==> src/rtl/cfg_port_pkg.sv <==
package cfg_port_pkg;
  localparam logic [7:0] KEY_BYTE   = 8'h87;
  localparam logic [7:0] LOCK_BYTE  = 8'hAA;
  localparam logic [7:0] IDX_LDSEL  = 8'h07;
  localparam logic [7:0] IDX_CHIPID = 8'h20;
  localparam logic [7:0] IDX_ACT    = 8'h30;
  localparam logic [7:0] IDLE_BYTE  = 8'hFF;

  typedef enum logic [1:0] {
    ST_LOCKED = 2'd0,
    ST_HALF   = 2'd1,
    ST_OPEN   = 2'd2
  } key_st_t;
endpackage

==> src/rtl/cfg_key_seq.sv <==
module cfg_key_seq
  import cfg_port_pkg::*;
(
  input  logic       clk,
  input  logic       rst,
  input  logic       idx_wr,
  input  logic [7:0] wdata,
  output logic       open
);
  key_st_t st_q;

  always_ff @(posedge clk) begin
    if (rst) begin
      st_q <= ST_LOCKED;
    end else if (idx_wr) begin
      case (st_q)
        ST_LOCKED: st_q <= (wdata == KEY_BYTE) ? ST_HALF : ST_LOCKED;
        ST_HALF:   st_q <= (wdata == KEY_BYTE) ? ST_OPEN : ST_LOCKED;
        ST_OPEN:   if (wdata == LOCK_BYTE) st_q <= ST_LOCKED;
        default:   st_q <= ST_LOCKED;
      endcase
    end
  end

  assign open = (st_q == ST_OPEN);
endmodule

==> src/rtl/cfg_glb_regs.sv <==
module cfg_glb_regs
  import cfg_port_pkg::*;
#(
  parameter int NDEV = 12
) (
  input  logic            clk,
  input  logic            rst,
  input  logic            wr,
  input  logic [7:0]      idx,
  input  logic [7:0]      wdata,
  output logic [7:0]      ldsel,
  output logic [NDEV-1:0] act,
  output logic            act_sel
);
  always_ff @(posedge clk) begin
    if (rst) ldsel <= '0;
    else if (wr && idx == IDX_LDSEL) ldsel <= wdata;
  end

  for (genvar g = 0; g < NDEV; g++) begin : g_act
    always_ff @(posedge clk) begin
      if (rst) act[g] <= 1'b0;
      else if (wr && idx == IDX_ACT && ldsel == 8'(g)) act[g] <= wdata[0];
    end
  end

  always_comb begin
    act_sel = 1'b0;
    for (int i = 0; i < NDEV; i++)
      if (ldsel == 8'(i)) act_sel = act[i];
  end
endmodule

==> src/rtl/cfg_port_ctrl.sv <==
module cfg_port_ctrl
  import cfg_port_pkg::*;
#(
  parameter int          AW      = 16,
  parameter int          NDEV    = 12,
  parameter logic [7:0]  CHIP_ID = 8'h5A,
  parameter logic [15:0] BASE_LO = 16'h002E,
  parameter logic [15:0] BASE_HI = 16'h004E,
  localparam int         LDW     = (NDEV > 1) ? $clog2(NDEV) : 1
) (
  input  logic            clk,
  input  logic            rst,
  input  logic            base_sel,
  input  logic [AW-1:0]   bus_addr,
  input  logic            bus_wr,
  input  logic            bus_rd,
  input  logic [7:0]      bus_wdata,
  output logic [7:0]      bus_rdata,
  output logic            cfg_open,
  output logic [LDW-1:0]  dev_sel,
  output logic [NDEV-1:0] dev_active,
  output logic            dev_wr,
  output logic            dev_rd,
  output logic [7:0]      dev_idx,
  output logic [7:0]      dev_wdata,
  input  logic [7:0]      dev_rdata
);
  logic [AW-1:0] base_a, data_a;
  logic          hit_idx, hit_dat, idx_wr, dat_wr, dat_rd, in_win, act_sel;
  logic [7:0]    idx_q, ldsel, rd_val;

  assign base_a  = base_sel ? AW'(BASE_HI) : AW'(BASE_LO);
  assign data_a  = base_a + AW'(1);
  assign hit_idx = (bus_addr == base_a);
  assign hit_dat = (bus_addr == data_a);
  assign idx_wr  = bus_wr & hit_idx;
  assign dat_wr  = bus_wr & hit_dat & cfg_open;
  assign dat_rd  = bus_rd & hit_dat & cfg_open;

  cfg_key_seq u_key (
    .clk(clk), .rst(rst), .idx_wr(idx_wr), .wdata(bus_wdata), .open(cfg_open)
  );

  always_ff @(posedge clk) begin
    if (rst) idx_q <= '0;
    else if (idx_wr && cfg_open && bus_wdata != LOCK_BYTE) idx_q <= bus_wdata;
  end

  cfg_glb_regs #(.NDEV(NDEV)) u_glb (
    .clk(clk), .rst(rst), .wr(dat_wr), .idx(idx_q), .wdata(bus_wdata),
    .ldsel(ldsel), .act(dev_active), .act_sel(act_sel)
  );

  assign in_win    = (idx_q > IDX_ACT);
  assign dev_wr    = dat_wr & in_win;
  assign dev_rd    = dat_rd & in_win;
  assign dev_idx   = idx_q;
  assign dev_wdata = bus_wdata;
  assign dev_sel   = ldsel[LDW-1:0];

  always_comb begin
    rd_val = IDLE_BYTE;
    if (cfg_open && hit_idx) begin
      rd_val = idx_q;
    end else if (cfg_open && hit_dat) begin
      case (idx_q)
        IDX_LDSEL:  rd_val = ldsel;
        IDX_CHIPID: rd_val = CHIP_ID;
        IDX_ACT:    rd_val = {7'b0, act_sel};
        default:    rd_val = in_win ? dev_rdata : 8'h00;
      endcase
    end
  end

  always_ff @(posedge clk) begin
    if (rst) bus_rdata <= IDLE_BYTE;
    else if (bus_rd) bus_rdata <= rd_val;
  end
endmodule

==> config.mk <==
export PLATFORM = sky130hd
export DESIGN_NAME = cfg_port_ctrl
export DESIGN_NICKNAME = d
export VERILOG_FILES = /design/src/rtl/cfg_port_pkg.sv /design/src/rtl/cfg_key_seq.sv /design/src/rtl/cfg_glb_regs.sv /design/src/rtl/cfg_port_ctrl.sv
export SDC_FILE = /design/constraint.sdc
export NUM_CORES = 1
export LEC_CHECK = 0
export BUFFER_PORTS_ARGS = -buffer_cell sky130_fd_sc_hd__buf_2
export CAP_MARGIN = 30
export CORE_UTILIZATION = 31
export CTS_CLUSTER_DIAMETER = 30
export DETAILED_ROUTE_END_ITERATION = 12
export GPL_ROUTABILITY_DRIVEN = 1
export HOLD_SLACK_MARGIN = 0.15
export MAX_ROUTING_LAYER = met4
export PLACE_DENSITY = 0.6
export SETUP_SLACK_MARGIN = 0.02
export SLEW_MARGIN = 10
export SYNTH_ARGS = -nofsm -noshare
export SYNTH_HDL_FRONTEND = slang
export SYNTH_SLANG_ARGS = --single-unit
==> constraint.sdc <==
create_clock -name clk -period 1.95 [get_ports clk]
set_input_delay 0.0975 -clock clk [delete_from_list [all_inputs] [get_ports clk]]
set_output_delay 0.0975 -clock clk [all_outputs]
set_load 0.1 [all_outputs]
==> metrics, run 1 <==
status=completed; synthesized cell area=2300 µm²; P_sw=488 µW; Starting Density=0.318; max cap viols=0; Slew Viols, Final=0; site row count=31; Leak Pwr=1.40 nW; Worst Path Required=1850 ps; Worst Setup End Kind=output pin; crit path DAT=1750 ps; Port Buffers=79; Filler cells=750; Syn Inst Count=263; Die H=88.1 µm; Die X-Extent=88.1 µm; Syn Nets=300; top post-synthesis cells by area=dfxtp_1 (33%), mux2i_1 (14%), nor2_1 (7.2%); post-synth top area cell=dfxtp_1; VDD IR-drop max=0.000376 V; post-synthesis async set-or-reset flop share=0; Yosys top cell area share=0.331; DRT antenna net count=0; TritonCTS Buffers=5; WL final=6.70 mm; Main synth FF type=dfxtp_1; P per Cell Area=552 nW/µm²; Clock Path Buffers=2; Rel. slew slack=0.523; I/O pin count=80; initial antenna violation count=0; drt first pass iters=4; Final Hold Fails=0; Routed WL per cell=15.1 µm; dpl hpwl=4.85 mm; largest net degree at the start of global routing=40; Tot GR Track Use=0.191; worst-skew pair later-pin latency=300 ps; FMAX=541 MHz; layout cell share with drive strength beyond 1=0.386; sequential share of the synthesized area=0.331; vias in the first global route=2,203; Final Util=0.429; Internal=1.22 mW; first-pass GRT wire length=10.9 mm; fin crit period=1850 ps; total core area=7210 µm²; clock share of power=0.396; Flop pwr share=0.456; Combinational Power Share=0.148; Crit Path Max Fanout=8; worst slew pin tran=716 ps; Placer Congestion=0.851; CTS tree=built; htree depth=2; final setup violation count=0; Iter 0 DRT Violations=79; DR vias/cell=5.14; total gr overflow=0; Area growth syn-to-layout=34.7%; hold crit path type=in -> reg; placed cell areas=2820 µm²; clk root buf=clkbuf_8; total power=1.71 mW; vias post-DR=2,284; DRC=0; final hold slack=202 ps; diode count=0; clock sinks=38; Worst Skew=10.8 ps; # nets final=381; Distinct cells, synth=50; Avg Cell Area, Syn=8.73 µm²; Seq cells post-synth=38; most frequent cell after synthesis=nor2_1; CP Launch Type=register; Sw Share=0.286; Tcrit/Tclk final=0.949; Reg clk slew, reported paths=80 ps; Post-synth EDFFs=0; crit path kind=reg -> out; commonest cells in the netlist=nor2_1 (44), dfxtp_1 (38), mux2i_1 (31); unrepaired setup endpoints after global routing=false; Warnings, synthesis=0; Final Cell Area=3090 µm²; die area=7760 µm²
==> kinds of logic (layout without fill, tap and decap cells) <==
group                  Yosys count  count (layout)  synth area share
buffers and inverters           37             119            0.0850
flip-flops                      38              38             0.331
AO/OA/AOI/OAI                   39              39             0.141
AND/OR/NAND/NOR                116             116             0.298
multiplexers                    33              33             0.145
==> critical path, cell delays in order, from the launching register on <==
cell and delay [ps]:
dfxtp_2 370, nor4_1 60, buf_4 140, o311ai_4 410, and3_2 290, buf_12 180
==> final timing paths <==
| check | end | from | slack (ps) | depth (start not counted) |
|---|---|---|---|---|
| worst max-delay path | dev_wr | dev_idx[2] | 100 | 5 |
| worst min-delay path | bus_rdata[1] | dev_rdata[1] | 200 | 4 |
| worst max register to register | u_glb.ldsel[0] | dev_idx[3] | 160 | 7 |
| worst min register to register | bus_rdata[5] | bus_rdata[5] | 480 | 1 |
==> final cells by class <==
cell class | instances | area, µm² | share of cell area
multi-input combinational | 188 | 1410 | 0.455
sequential | 38 | 783 | 0.253
timing repair buffer | 101 | 631 | 0.204
tap | 99 | 124 | 0.0400
clock buffer | 5 | 68.8 | 0.0222
inverter | 10 | 41.3 | 0.0133
clock inverter | 3 | 40.0 | 0.0129
==> what timing repair did <==
item / in CTS / in global routing
pin swaps: 0 / 4
setup buffers: 0 / 2
gates cloned: 0 / 0
hold buffers: 8 / 0
endpoints found under the setup margin: 2 / 23
resized for setup: 1 / 10
hold endpoints to repair: 16 / 0
==> stage by stage <==
step | TNS, ps | instances | setup slack, ps
after floorplan | -80.1 | 263 | -40.0
after global placement | 0 | 426 | 146
after detailed placement | 0 | 426 | 96.9
after CTS | 0 | 442 | 45.0
after global routing | 0 | 444 | 29.7
final | 0 | 444 | 100
==> per-layer routing <==
layer	global-route usage	wire (µm)	vias up
met1	0.231	3050	1095
met4	0.0528	97	0
met3	0.0424	324	9
met5	-	0	-
met2	0.317	3230	68
li1	-	-	1112
==> power groups by stage <==
stage / clock (mW) / sequential, mW / combinational, mW
finish: 0.675 / 0.779 / 0.253
global route: 0.728 / 0.780 / 0.267
CTS: 0.692 / 0.780 / 0.250
detailed placement: 0 / 0.798 / 0.238
global placement: 0 / 0.798 / 0.236
floorplan: 0 / 0.849 / 0.120
==> sequential cells by signal (all words and copies together) (netlist names) <==
signal,count
u_glb.act,12
bus_rdata,8
dev_idx,8
u_glb.ldsel,8
u_key.st_q,2
==> cell usage in the layout, fill, tap and decap left out, types with 6 or more instances in the layout <==
cell type | Yosys | routed
dlygate4sd3_1 | 0 | 8
nor2_1 | 44 | 44
buf_2 | 3 | 77
buf_4 | 14 | 11
dfxtp_1 | 38 | 30
nor3_1 | 8 | 7
nand2_1 | 10 | 10
mux2i_1 | 31 | 31
inv_1 | 10 | 9
a22oi_1 | 7 | 7
a21oi_1 | 6 | 6
nand4_1 | 13 | 13
No activity file was read; power rests on OpenSTA's default activity.
==> inputs of run 2 (changes only) <==
--- a/config.mk
+++ b/config.mk
@@ -14,6 +14,8 @@
 export HOLD_SLACK_MARGIN = 0.15
 export MAX_ROUTING_LAYER = met4
 export PLACE_DENSITY = 0.6
+export RECOVER_POWER = 50
+export REMOVE_ABC_BUFFERS = 1
 export SETUP_SLACK_MARGIN = 0.02
 export SLEW_MARGIN = 10
 export SYNTH_ARGS = -nofsm -noshare
==> run 2 against run 1 <==
Net effect: register-to-register slack lost 50 ps; largest cell class unchanged; critical path type is now reg -> reg; setup slack better by 11 ps; non-clock buffer count grew 1.
==> metrics, run 2 (same netlist as run 1, synthesis figures left out) <==
highest-count cells in the layout ignoring fill and taps=buf_2 (46), nor2_1 (44), dfxtp_1 (36), mux2i_1 (31), clkbuf_1 (20) (was buf_2 (77), nor2_1 (44), mux2i_1 (31), dfxtp_1 (30), nand4_1 (13)); Worst Setup End Kind=register (was output pin); Finished Layout Cells=446 (was 444); max cap viols=0 (unchanged); crit path kind=reg -> reg (was reg -> out); Starting Density=0.318 (unchanged); clock sinks=38 (unchanged); CP Buf/Inv Count=1 (was 2); Post-Place Cells=429 (was 426); worst slew pin tran=1180 ps (was 716 ps); vias post-DR=2,303 (was 2,284); # nets final=383 (was 381); initial antenna violation count=0 (unchanged); Die X-Extent=88.1 µm (unchanged); Post-CTS Setup Inserts=0 (unchanged); Final Hold Fails=0 (unchanged); Setup TNS Final=0 ps (unchanged); crit path DAT=1990 ps (was 1750 ps); total gr overflow=0 (unchanged); final setup margin=111 ps (was 100 ps); Final Cell Area=3080 µm² (was 3090 µm²); Slew Viols, Final=0 (unchanged); site row count=31 (unchanged); final setup violation count=0 (unchanged); Routed WL per cell=14.9 µm (was 15.1 µm); CTS tree=built (unchanged); DR vias/cell=5.16 (was 5.14); placed cell areas=2810 µm² (was 2820 µm²); FMAX=544 MHz (was 541 MHz); Rel. slew slack=0.214 (was 0.523); Crit Path Max Fanout=3 (was 8); htree depth=2 (unchanged); clk root buf=clkbuf_8 (unchanged); first-pass GRT wire length=10.7 mm (was 10.9 mm); CP Launch Type=register (unchanged); drt first pass iters=4 (unchanged); TritonCTS Buffers=5 (unchanged); Tot GR Track Use=0.185 (was 0.191); die area=7760 µm² (unchanged); Crit path max-delay family=simple AND/OR/NAND/NOR gates (was compound AO/OA/AOI/OAI gates); final hold slack=212 ps (was 202 ps); Leak Pwr=1.36 nW (was 1.40 nW); DRT antenna net count=0 (unchanged); Worst Skew=10.4 ps (was 10.8 ps); Iter 0 DRT Violations=74 (was 79); Die H=88.1 µm (unchanged); crit-path cells=or3_4 > nor4_4 > nor4b_4 > buf_4 > mux2i_1 > nor2_1 (was nor4_1 > buf_4 > o311ai_4 > and3_2 > buf_12); total core area=7210 µm² (unchanged); Worst Path Required=2100 ps (was 1850 ps); layout cell share with drive strength beyond 1=0.308 (was 0.386); diode count=0 (unchanged); total power=1.72 mW (was 1.71 mW); worst-skew pair later-pin latency=300 ps (about the same); vias in the first global route=2,148 (was 2,203); Area growth syn-to-layout=33.9% (was 34.7%); dpl hpwl=4.76 mm (was 4.85 mm); Final Util=0.426 (was 0.429); most flop-heavy register=u_glb.act (unchanged); most common cell after layout, fill and taps aside=buf_2 (unchanged); unrepaired setup endpoints after global routing=true (was false); VDD IR-drop max=0.000284 V (was 0.000376 V); max reg flops=12 (unchanged); hold crit path type=in -> reg (unchanged); fin crit period=1840 ps (was 1850 ps); DRC=0 (unchanged); largest net degree at the start of global routing=40 (unchanged); max incr delay on CP=410 ps (about the same); I/O pin count=80 (unchanged); P per Cell Area=559 nW/µm² (was 552 nW/µm²); WL final=6.63 mm (was 6.70 mm); status=completed (unchanged); Clock Path Buffers=2 (unchanged); Port Buffers=79 (unchanged); slowest cell on the critical path=or3_4 (was o311ai_4); Setup WS pre-CTS=68.1 ps (was 96.9 ps); Tcrit/Tclk final=0.943 (was 0.949); Placer Congestion=0.846 (was 0.851); Reg clk slew, reported paths=90 ps (was 80 ps)
run 2: path summary, 6_finish.rpt:
path / start / end / slack (ps) / cells after the start
hold / removal: dev_rdata[3] / bus_rdata[3] / 210 / 4
setup / recovery: dev_idx[4] / u_glb.ldsel[3] / 110 / 6
hold reg to reg: bus_rdata[7] / bus_rdata[7] / 480 / 1
setup reg to reg: dev_idx[4] / u_glb.ldsel[3] / 110 / 6
run 2: timing repair:
action | in CTS | in global routing
hold buffers | 8 | 0
gates cloned | 0 | 1
endpoints found under the setup margin | 2 | 22
gates resized for setup | 2 | 12
pin swaps | 0 | 1
hold endpoints to repair | 16 | 0
run 2: per-layer routing:
metal  track usage  share of wire  vias up
met4        0.0469          0.013        0
met2         0.308           0.46       87
met3        0.0349          0.051       13
met1         0.229           0.47     1078
met5             -              0        -
li1              -              -     1125
run 2: layout make-up:
class | count | area, µm²
flip-flops and latches | 38 | 763
inverters | 10 | 37.5
repair buffers | 102 | 609
well taps | 99 | 124
fillers | 752 | 4140
clock buffers | 5 | 68.8
clock inverters | 3 | 40.0
multi-input cells | 189 | 1430
run 2: worst reg2reg max path, stage by stage, from the launching register on:
cell,delay [ps]
dfxtp_2,330
or3_4,410
nor4_4,250
nor4b_4,260
buf_4,190
mux2i_1,200
nor2_1,50
run 2: report_power, final:
group | internal (mW) | switching, mW | total [mW] | leakage [nW]
Sequential | 0.782 | 0.00338 | 0.786 | 0.308
Combinational | 0.0647 | 0.188 | 0.253 | 0.991
Clock | 0.377 | 0.306 | 0.683 | 0.0579
==> inputs of run 3 (changes only) <==
--- a/config.mk
+++ b/config.mk
@@ -14,9 +14,9 @@
 export HOLD_SLACK_MARGIN = 0.15
 export MAX_ROUTING_LAYER = met4
 export PLACE_DENSITY = 0.6
-export RECOVER_POWER = 50
+export RECOVER_POWER = 25
 export REMOVE_ABC_BUFFERS = 1
-export SETUP_SLACK_MARGIN = 0.02
+export SETUP_SLACK_MARGIN = 0.05
 export SLEW_MARGIN = 10
 export SYNTH_ARGS = -nofsm -noshare
 export SYNTH_HDL_FRONTEND = slang
==> run 3 against run 2 <==
Net effect: sequential power barely moved; maximum frequency about the same; worst hold slack gained 3.5 ps; combinational power down 2%; via count decreased by 1.3%; clock skew down 0.58 ps; utilization fell by 0.42 points; die area stayed put; total power shrank 0.31%; critical path type unchanged; design area is 0.98% lower.
==> metrics, run 3 (same netlist as run 1, synthesis figures left out) <==
CP Launch Point=dev_idx[4] (unchanged); Routed WL per cell=14.7 µm (was 14.9 µm); clock sinks=38 (unchanged); Die X-Extent=88.1 µm (unchanged); max reg flops=12 (unchanged); most common cell after layout, fill and taps aside=buf_2 (unchanged); hold path startpoint=dev_rdata[1] (was dev_rdata[3]); DR vias/cell=5.09 (was 5.16); Finished Layout Cells=447 (was 446); fin crit period=1840 ps (about the same); max incr delay on CP=410 ps (about the same); r2r startpoint=dev_idx[4] (unchanged); final hold slack=216 ps (was 212 ps); Final Cell Area=3050 µm² (was 3080 µm²); DRT antenna net count=0 (unchanged); DRC=0 (unchanged); P per Cell Area=563 nW/µm² (was 559 nW/µm²); largest net degree at the start of global routing=40 (unchanged); Die H=88.1 µm (unchanged); total core area=7210 µm² (unchanged); VDD IR-drop max=0.000261 V (was 0.000284 V); site row count=31 (unchanged); Post-Place Cells=429 (unchanged); Iter 0 DRT Violations=69 (was 74); FMAX=544 MHz (about the same); Slew Viols, Final=0 (unchanged); Final Hold Fails=0 (unchanged); Worst Setup End Kind=register (unchanged); die area=7760 µm² (unchanged); Reg clk slew, reported paths=90 ps (about the same); worst slew pin tran=1180 ps (about the same); Setup WS pre-CTS=68.1 ps (unchanged); Placer Congestion=0.846 (unchanged); drt first pass iters=4 (unchanged); crit-path cells=or3_4 > nor4_2 > nor4b_2 > buf_4 > mux2i_1 > nor2_1 (was or3_4 > nor4_4 > nor4b_4 > buf_4 > mux2i_1 > nor2_1); max cap viols=0 (unchanged); Port Buffers=79 (unchanged); highest-count cells in the layout ignoring fill and taps=buf_2 (59), nor2_1 (44), dfxtp_1 (37), mux2i_1 (31), clkbuf_1 (18) (was buf_2 (46), nor2_1 (44), dfxtp_1 (36), mux2i_1 (31), clkbuf_1 (20)); initial antenna violation count=0 (unchanged); Leak Pwr=1.35 nW (was 1.36 nW); total power=1.72 mW (about the same); Setup TNS Final=0 ps (unchanged); status=completed (unchanged); crit path kind=reg -> reg (unchanged); slowest cell on the critical path=or3_4 (unchanged); Crit path max-delay family=simple AND/OR/NAND/NOR gates (unchanged); diode count=0 (unchanged); unrepaired setup endpoints after global routing=true (unchanged); hold crit path type=in -> reg (unchanged); Starting Density=0.318 (unchanged); vias in the first global route=2,165 (was 2,148); placed cell areas=2810 µm² (unchanged); Filler cells=761 (was 752); Reg area=762 µm² (was 763 µm²); dpl hpwl=4.76 mm (unchanged); Worst Skew=9.84 ps (was 10.4 ps); most flop-heavy register=u_glb.act (unchanged); WL final=6.56 mm (was 6.63 mm); Tot GR Track Use=0.185 (about the same); # nets final=384 (was 383); htree depth=2 (unchanged); Crit Path Max Fanout=5 (was 3); Clock Path Buffers=2 (unchanged); CTS tree=built (unchanged); clk root buf=clkbuf_8 (unchanged); multi-input logic area=1390 µm² (was 1430 µm²); vias post-DR=2,273 (was 2,303); CP Buf/Inv Count=1 (unchanged); layout cell share with drive strength beyond 1=0.313 (was 0.308); final setup margin=113 ps (was 111 ps); Worst Path Required=2110 ps (was 2100 ps); final setup violation count=0 (unchanged); crit path DAT=2000 ps (was 1990 ps); TritonCTS Buffers=5 (unchanged); CP Launch Type=register (unchanged); total gr overflow=0 (unchanged); I/O pin count=80 (unchanged); Final Util=0.422 (was 0.426); worst-skew pair later-pin latency=300 ps (about the same); Rel. slew slack=0.219 (was 0.214); Area growth syn-to-layout=32.6% (was 33.9%); first-pass GRT wire length=10.7 mm (about the same); Tcrit/Tclk final=0.942 (was 0.943)
run 3: final timing paths:
kind,end,slack [ps],cells past startpoint
worst max-delay path,u_glb.ldsel[4],110,6
worst min-delay path,bus_rdata[1],220,4
worst max register to register,u_glb.ldsel[4],110,6
worst min register to register,bus_rdata[5],480,1
run 3: metal layers:
layer,track usage,vias up,wire length [µm]
met5,-,-,0
met4,0.0469,0,72
met3,0.0349,9,297
met2,0.309,70,3080
met1,0.230,1069,3110
li1,-,1125,-
run 3: layout make-up:
type,count,share of cell area
inverters,10,0.0123
multi-input cells,188,0.457
clock buffers,5,0.0226
well taps,99,0.0407
clock inverters,3,0.0131
repair buffers,104,0.205
flip-flops and latches,38,0.250
run 3: where the power goes:
group | switching (mW) | internal (mW) | leakage (nW)
registers | 0.00344 | 0.782 | 0.308
clock network | 0.304 | 0.377 | 0.0579
logic | 0.186 | 0.0629 | 0.981
total | 0.494 | 1.22 | 1.35
run 3: what timing repair did:
item	4_1_cts	5_1_grt
setup endpoints to repair	3	33
pin swaps	1	0
hold buffers	8	0
resized for setup	2	7
gates cloned	0	0
buffers inserted	2	0
endpoints found under the hold margin	16	0
run 3: worst min-delay path: cells and delay by family:
kind / cells / cell delay, ps
buffers and inverters: 1 / 110
AOI/OAI and AO/OA: 1 / 70
and+or+nand+nor: 2 / 190
